`config.mk`:
```
export PLATFORM = sky130hd
export DESIGN_NAME = div_iter_top
export DESIGN_NICKNAME = d
export VERILOG_FILES = /design/src/rtl/div_pkg.sv /design/src/rtl/div_ctrl.sv /design/src/rtl/div_prep.sv /design/src/rtl/div_core.sv /design/src/rtl/div_iter_top.sv
export SDC_FILE = /design/constraint.sdc
export NUM_CORES = 1
export LEC_CHECK = 0
export ABC_CLOCK_PERIOD_IN_PS = 3500
export CORE_MARGIN = 3
export CORE_UTILIZATION = 50
export DETAILED_ROUTE_END_ITERATION = 8
export PLACE_DENSITY = 0.82
export SKIP_CTS_REPAIR_TIMING = 1
export SLEW_MARGIN = 20
export SYNTH_ARGS = -nofsm -noshare
export SYNTH_HDL_FRONTEND = slang
export SYNTH_SLANG_ARGS = --single-unit
export TNS_END_PERCENT = 1
```
`constraint.sdc`:
```
create_clock -name clk -period 3.5 [get_ports clk]
set_input_delay 1.05 -clock clk [delete_from_list [all_inputs] [get_ports clk]]
set_output_delay 1.05 -clock clk [all_outputs]
set_load 0.01 [all_outputs]
```
`src/rtl/div_pkg.sv`:
```
package div_pkg;
    localparam int DIV_W = 32;
    localparam int IDX_W = 5;
    localparam int CNT_W = $clog2(DIV_W);

    typedef logic [DIV_W-1:0] word_t;
    typedef logic [IDX_W-1:0] idx_t;

    localparam word_t MOST_NEG = {1'b1, {(DIV_W-1){1'b0}}};
    localparam word_t ALL_ONES = {DIV_W{1'b1}};
    localparam word_t ONE_W    = {{(DIV_W-1){1'b0}}, 1'b1};

    typedef enum logic [1:0] {
        PH_IDLE,
        PH_PREP,
        PH_LOOP,
        PH_SIGN
    } phase_t;

    // captured operation
    typedef struct packed {
        logic  sgn;
        word_t num;
        word_t den;
        idx_t  dst;
    } op_req_t;

    // conditioned operands fed to the loop
    typedef struct packed {
        word_t num_mag;
        word_t den_mag;
        logic  flip;
    } op_cond_t;

    function automatic word_t negate_w(word_t v);
        return ~v + ONE_W;
    endfunction

    function automatic word_t mag_w(word_t v, logic as_signed);
        return (as_signed && v[DIV_W-1]) ? negate_w(v) : v;
    endfunction
endpackage

```
`src/rtl/div_ctrl.sv`:
```
module div_ctrl
    import div_pkg::*;
(
    input  logic   clk,
    input  logic   rst,
    input  logic   start,
    output phase_t phase,
    output logic   accept,
    output logic   busy
);
    localparam logic [CNT_W-1:0] LAST_STEP = CNT_W'(DIV_W - 1);

    phase_t            ph_q;
    logic [CNT_W-1:0]  step_q;

    assign phase  = ph_q;
    assign busy   = (ph_q != PH_IDLE);
    assign accept = (ph_q == PH_IDLE) && start;

    always_ff @(posedge clk) begin
        if (rst) begin
            ph_q   <= PH_IDLE;
            step_q <= '0;
        end else begin
            unique case (ph_q)
                PH_IDLE: if (start) ph_q <= PH_PREP;
                PH_PREP: begin
                    ph_q   <= PH_LOOP;
                    step_q <= '0;
                end
                PH_LOOP: begin
                    step_q <= step_q + 1'b1;
                    if (step_q == LAST_STEP) ph_q <= PH_SIGN;
                end
                PH_SIGN: ph_q <= PH_IDLE;
                default: ph_q <= PH_IDLE;
            endcase
        end
    end

    // a start during a run must not disturb the sequence
    p_busy_start_kept_r7: assert property (@(posedge clk) disable iff (rst)
        (busy && start && ph_q != PH_SIGN) |=> busy);

    // the loop is entered with the step counter at zero
    p_loop_entry_r5: assert property (@(posedge clk) disable iff (rst)
        (ph_q == PH_PREP) |=> (ph_q == PH_LOOP && step_q == '0));

    // the sign cycle always returns to idle
    p_sign_to_idle_r5: assert property (@(posedge clk) disable iff (rst)
        (ph_q == PH_SIGN) |=> (ph_q == PH_IDLE));
endmodule

```
`src/rtl/div_prep.sv`:
```
module div_prep
    import div_pkg::*;
(
    input  op_req_t  req,
    output op_cond_t cond
);
    logic  den_zero;
    logic  overflow_pair;
    logic  use_unit;
    word_t num_abs;
    word_t den_abs;

    always_comb begin
        den_zero      = (req.den == '0);
        overflow_pair = req.sgn && (req.num == MOST_NEG) && (req.den == ALL_ONES);
        use_unit      = den_zero || overflow_pair;
        num_abs       = mag_w(req.num, req.sgn);
        den_abs       = mag_w(req.den, req.sgn);

        cond.num_mag = num_abs;
        cond.den_mag = use_unit ? ONE_W : den_abs;
        // with a unit divisor the result carries the dividend's own sign
        if (!req.sgn)
            cond.flip = 1'b0;
        else if (use_unit)
            cond.flip = req.num[DIV_W-1];
        else
            cond.flip = req.num[DIV_W-1] ^ req.den[DIV_W-1];
    end

    // the loop never sees a zero divisor
    a_den_nonzero_r3: assert final (cond.den_mag != '0);
endmodule

```
`src/rtl/div_core.sv`:
```
module div_core
    import div_pkg::*;
(
    input  logic     clk,
    input  logic     rst,
    input  logic     load,
    input  logic     step,
    input  op_cond_t cond,
    output word_t    q_mag,
    output logic     flip
);
    logic [DIV_W:0] rem_q;
    word_t          quo_q;
    word_t          den_q;
    logic           flip_q;
    logic           armed_q;

    logic [DIV_W:0] shifted;
    logic [DIV_W:0] trial;

    always_comb begin
        shifted = {rem_q[DIV_W-1:0], quo_q[DIV_W-1]};
        trial   = shifted - {1'b0, den_q};
    end

    always_ff @(posedge clk) begin
        if (rst) begin
            rem_q   <= '0;
            quo_q   <= '0;
            den_q   <= '0;
            flip_q  <= 1'b0;
            armed_q <= 1'b0;
        end else if (load) begin
            rem_q   <= '0;
            quo_q   <= cond.num_mag;
            den_q   <= cond.den_mag;
            flip_q  <= cond.flip;
            armed_q <= 1'b1;
        end else if (step) begin
            if (!trial[DIV_W]) begin
                rem_q <= trial;
                quo_q <= {quo_q[DIV_W-2:0], 1'b1};
            end else begin
                rem_q <= shifted;
                quo_q <= {quo_q[DIV_W-2:0], 1'b0};
            end
        end
    end

    assign q_mag = quo_q;
    assign flip  = flip_q;

    // restoring invariant: partial remainder stays below the divisor
    p_rem_below_den_r1: assert property (@(posedge clk) disable iff (rst)
        armed_q |-> (rem_q < {1'b0, den_q}));
endmodule

```
`src/rtl/div_iter_top.sv`:
```
module div_iter_top
    import div_pkg::*;
(
    input  logic              clk,
    input  logic              rst,
    input  logic              start,
    input  logic              is_signed,
    input  logic [DIV_W-1:0]  dividend,
    input  logic [DIV_W-1:0]  divisor,
    input  logic [IDX_W-1:0]  dest_idx,
    output logic              busy,
    output logic              done,
    output logic [DIV_W-1:0]  quotient,
    output logic              wr_en,
    output logic [IDX_W-1:0]  wr_idx
);
    phase_t   phase;
    logic     accept;
    logic     busy_w;
    op_req_t  req_q;
    op_cond_t cond_w;
    word_t    mag_w_s;
    logic     flip_w;
    word_t    quo_q;
    logic     done_q;
    logic     we_q;

    div_ctrl u_ctrl (
        .clk    (clk),
        .rst    (rst),
        .start  (start),
        .phase  (phase),
        .accept (accept),
        .busy   (busy_w)
    );

    always_ff @(posedge clk) begin
        if (rst)
            req_q <= '0;
        else if (accept)
            req_q <= {is_signed, dividend, divisor, dest_idx};
    end

    div_prep u_prep (
        .req  (req_q),
        .cond (cond_w)
    );

    div_core u_core (
        .clk   (clk),
        .rst   (rst),
        .load  (phase == PH_PREP),
        .step  (phase == PH_LOOP),
        .cond  (cond_w),
        .q_mag (mag_w_s),
        .flip  (flip_w)
    );

    always_ff @(posedge clk) begin
        if (rst) begin
            quo_q  <= '0;
            done_q <= 1'b0;
            we_q   <= 1'b0;
        end else begin
            done_q <= (phase == PH_SIGN);
            we_q   <= (phase == PH_SIGN) && (req_q.dst != '0);
            if (phase == PH_SIGN)
                quo_q <= flip_w ? negate_w(mag_w_s) : mag_w_s;
        end
    end

    assign busy     = busy_w;
    assign done     = done_q;
    assign quotient = quo_q;
    assign wr_en    = we_q;
    assign wr_idx   = req_q.dst;

    p_done_pulse_r6: assert property (@(posedge clk) disable iff (rst)
        done |=> !done);

    p_done_idle_r5: assert property (@(posedge clk) disable iff (rst)
        done |-> !busy);

    p_wr_gate_r8: assert property (@(posedge clk) disable iff (rst)
        wr_en |-> (done && wr_idx != '0));

    p_q_hold_r10: assert property (@(posedge clk) disable iff (rst)
        !$stable(quotient) |-> done);
endmodule

```
==> impl_metrics.toml <==
[power_and_ir_drop]
p_sw_uw = 7100
p_comb_share_pct = 60.9
seqPwrFrac_pct = 22.8
vdd_drop_max_uv = 1020
p_leak_uw = 0.00509
clockPowerShare_pct = 16.3
p_int_uw = 8280
powerDensity_mw_per_mm2 = 1140
swShare_pct = 46.2

[cts]
cts-buffers-inserted = 23
cts_buffer_depth = 3
cts_root_buf = "clkbuf_16"
cts.reportedPaths.clkPinSlew_ns = 0.06
cts_sinks = 208
tritoncts = "done"
clkLatencyLatePin_ns = 0.51
htreeDepth = 1

[detailed_routing]
wl_mm = 30.2
highest_layer = "met4"
vias = 10700
viasPerCell = 5.79
drcViolationCount = 0
met2_wirelength_mm = 13.9
postRouteAntennaNets = 0
drt_iter0_drc = 762
firstDrtPassIters = 5
post_drt_wl_per_cell_um = 16.4
wirelength_met1_mm = 13.8
wl_met3_mm = 1.70

[timing]
setup-violations-final = 0
worst_pin_slew_ns = 1.08
fin_setup_tns_ns = 0
rsz0062_at_grt = "false"
fmax_mhz = 300
finalHoldViolCount = 0
fin_crit_ns = 3.33
maxSlewHeadroom_pct = 27.6
fin_skew_ns = 0.0196
min_period_over_period_pct = 95.3
slew_violations = 0

[cells_and_area]
fin_util_pct = 61.3
fillers = 1899
drive_gt1_share_pct = 5.89
final_net_count = 1664
final_common_cell = "nand2_1"
antenna_cells = 0
area_delta_synth_final_pct = 18.8
final_cell_mix = "251 x nand2_1, 208 x dfxtp_1, 153 x a21oi_1, 144 x nor2_1, 111 x clkdlybuf4s50_1"

[min_path]
holdCritPathClass = "flop to flop"

[setup_path]
critPathLaunchType = "flop"
reg2regPathDepth = 12
arrival_ns = 3.77
r2r_end = "u_core.rem_q[30]$_SDFFE_PP0P_"
cp-end-kind = "flop"
endpoint = "u_core.rem_q[30]$_SDFFE_PP0P_"
critical_path.max_fanout = 3
ff2ff_setup_slack_ns = 0.17
worst-setup-path-type = "flop to flop"
cp.required_ns = 3.94
startpoint = "u_core.q_mag[31]$_SDFFE_PP0P_"
r2r-start = "u_core.q_mag[31]$_SDFFE_PP0P_"

[synthesis]
syn_inst = 1480
yosysWarningCount = 0
synth_top_area_share_pct = 36.5
async_flop_share_pct = 0
seq_area_frac_synth_pct = 36.5
synth.avg_cell_area_um2 = 7.71
synth-seq-cells = 208
yosys.cell_types.count = 58
syn-cell-area_mm2 = 0.0114
yosys.area.top_type = "dfxtp_1"
synth_edf_count = 0
yosys_most_used_dff = "dfxtp_1"
synth_fp_nets = 1597
netlist_top_cells_area = "dfxtp_1 36%, nand2_1 8.3%, a21oi_1 6.8%, xor2_1 4.9%, nor2_1 4.7%"

[grt]
grt_util_all_layers_pct = 24.0
grt_max_degree = 124
grt_pass1_wl_mm = 49.7
antenna_found_initial = 0
grt_pass1_vias = 10100
grt.overflow.total = 0

[job]
drv_cap = 0

[die]
die_height_um = 157
start_util_pct = 51.6
fp-row-count = 54
die_w_um = 157
coreArea_mm2 = 0.0221
io_pins = 113
dieArea_mm2 = 0.0247

[placement]
gp_congestion = 0.932
port_buffers = 112
place_hpwl_mm = 21.4

[run_status]
outcome = "finished clean"
Yosys cell counts (all sizes together) (35+ instances only):
cell / number
a211oi: 38
xor2: 64
dfxtp: 208
mux2i: 35
xnor2: 54
nand2: 252
o21ai: 69
nor2: 144
ha: 43
a21oi: 154
clkbuf: 76
inv: 56
registers in the layout, summed over array words and instances (netlist names):
name,count
req_q,65
quotient,32
u_core.den_q,32
u_core.q_mag,32
u_core.rem_q,32
u_ctrl.step_q,5
wr_idx,5
u_ctrl.phase,2
done,1
u_core.flip,1
wr_en,1
cell type report:
cell class              instances  area (um2)  share of cell area [%]
clock buffers                  30         642                    4.74
well taps                     280         350                    2.59
inverters                      56         210                    1.55
repair buffers                138        1350                    9.96
flip-flops and latches        208        4160                    30.7
clock inverters                11         136                    1.01
multi-input cells            1120        6700                    49.4
metrics by stage:
stage	cell area [um2]	total power, uW	setup slack [ns]	std cells	hold WS (ns)
finish	13500	15400	0.166	1843	0.473
floorplan	11400	10000	0.307	1480	0.441
global placement	12700	12300	0.147	1801	0.459
global route	13500	16500	0.0122	1843	0.499
CTS	13500	15100	0.0445	1842	0.475
detailed placement	12700	12500	0.0682	1801	0.466
critical path, stage by stage (launching register included):
cell,delay [ns]
dfxtp_1,0.34
inv_1,0.06
ha_1,0.22
fa_1,0.40
nand2b_4,0.17
a21oi_2,0.16
o21ai_0,0.13
a311oi_2,0.32
nor3_2,0.10
a211o_2,0.37
xnor2_2,0.15
or4b_2,0.67
a31oi_1,0.18
worst min path at each step:
stage	start	to	slack (ns)	cells past startpoint
global placement	wr_idx[3]$_SDFFE_PP0P_	wr_idx[3]$_SDFFE_PP0P_	0.46	2
detailed placement	u_ctrl.step_q[4]$_SDFFE_PP0P_	u_ctrl.step_q[4]$_SDFFE_PP0P_	0.47	2
floorplan	u_core.den_q[30]$_SDFFE_PP0P_	u_core.den_q[30]$_SDFFE_PP0P_	0.44	2
finish	wr_idx[1]$_SDFFE_PP0P_	wr_idx[1]$_SDFFE_PP0P_	0.47	2
CTS	wr_idx[3]$_SDFFE_PP0P_	wr_idx[3]$_SDFFE_PP0P_	0.47	2
global route	wr_idx[0]$_SDFFE_PP0P_	wr_idx[0]$_SDFFE_PP0P_	0.50	2
routing by layer:
| layer | vias up | GRT usage [%] |
|---|---|---|
| met4 | 0 | 6.74 |
| li1 | 5282 | - |
| met2 | 317 | 39.3 |
| met5 | - | 0 |
| met3 | 69 | 2.97 |
| met1 | 5001 | 33.7 |
power groups by stage:
stage | Combinational [uW] | Sequential (uW) | Clock (uW)
final | 9370 | 3510 | 2500
after CTS | 9020 | 3500 | 2540
after global routing | 10300 | 3590 | 2630
after global placement | 8760 | 3520 | 0
after floorplan | 6660 | 3390 | 0
after detailed placement | 8940 | 3540 | 0
cell families after synthesis:
family | after synthesis | share of synthesized area [%]
AND/OR/NAND/NOR | 529 | 20.3
AO/OA/AOI/OAI | 393 | 20.8
flip-flops | 208 | 36.5
buffers and inverters | 152 | 5.24
XOR/XNOR | 118 | 9.12
adder cells (fa/ha/maj) | 44 | 4.89
multiplexers | 36 | 3.17
Power figures use the tool's default switching activity.
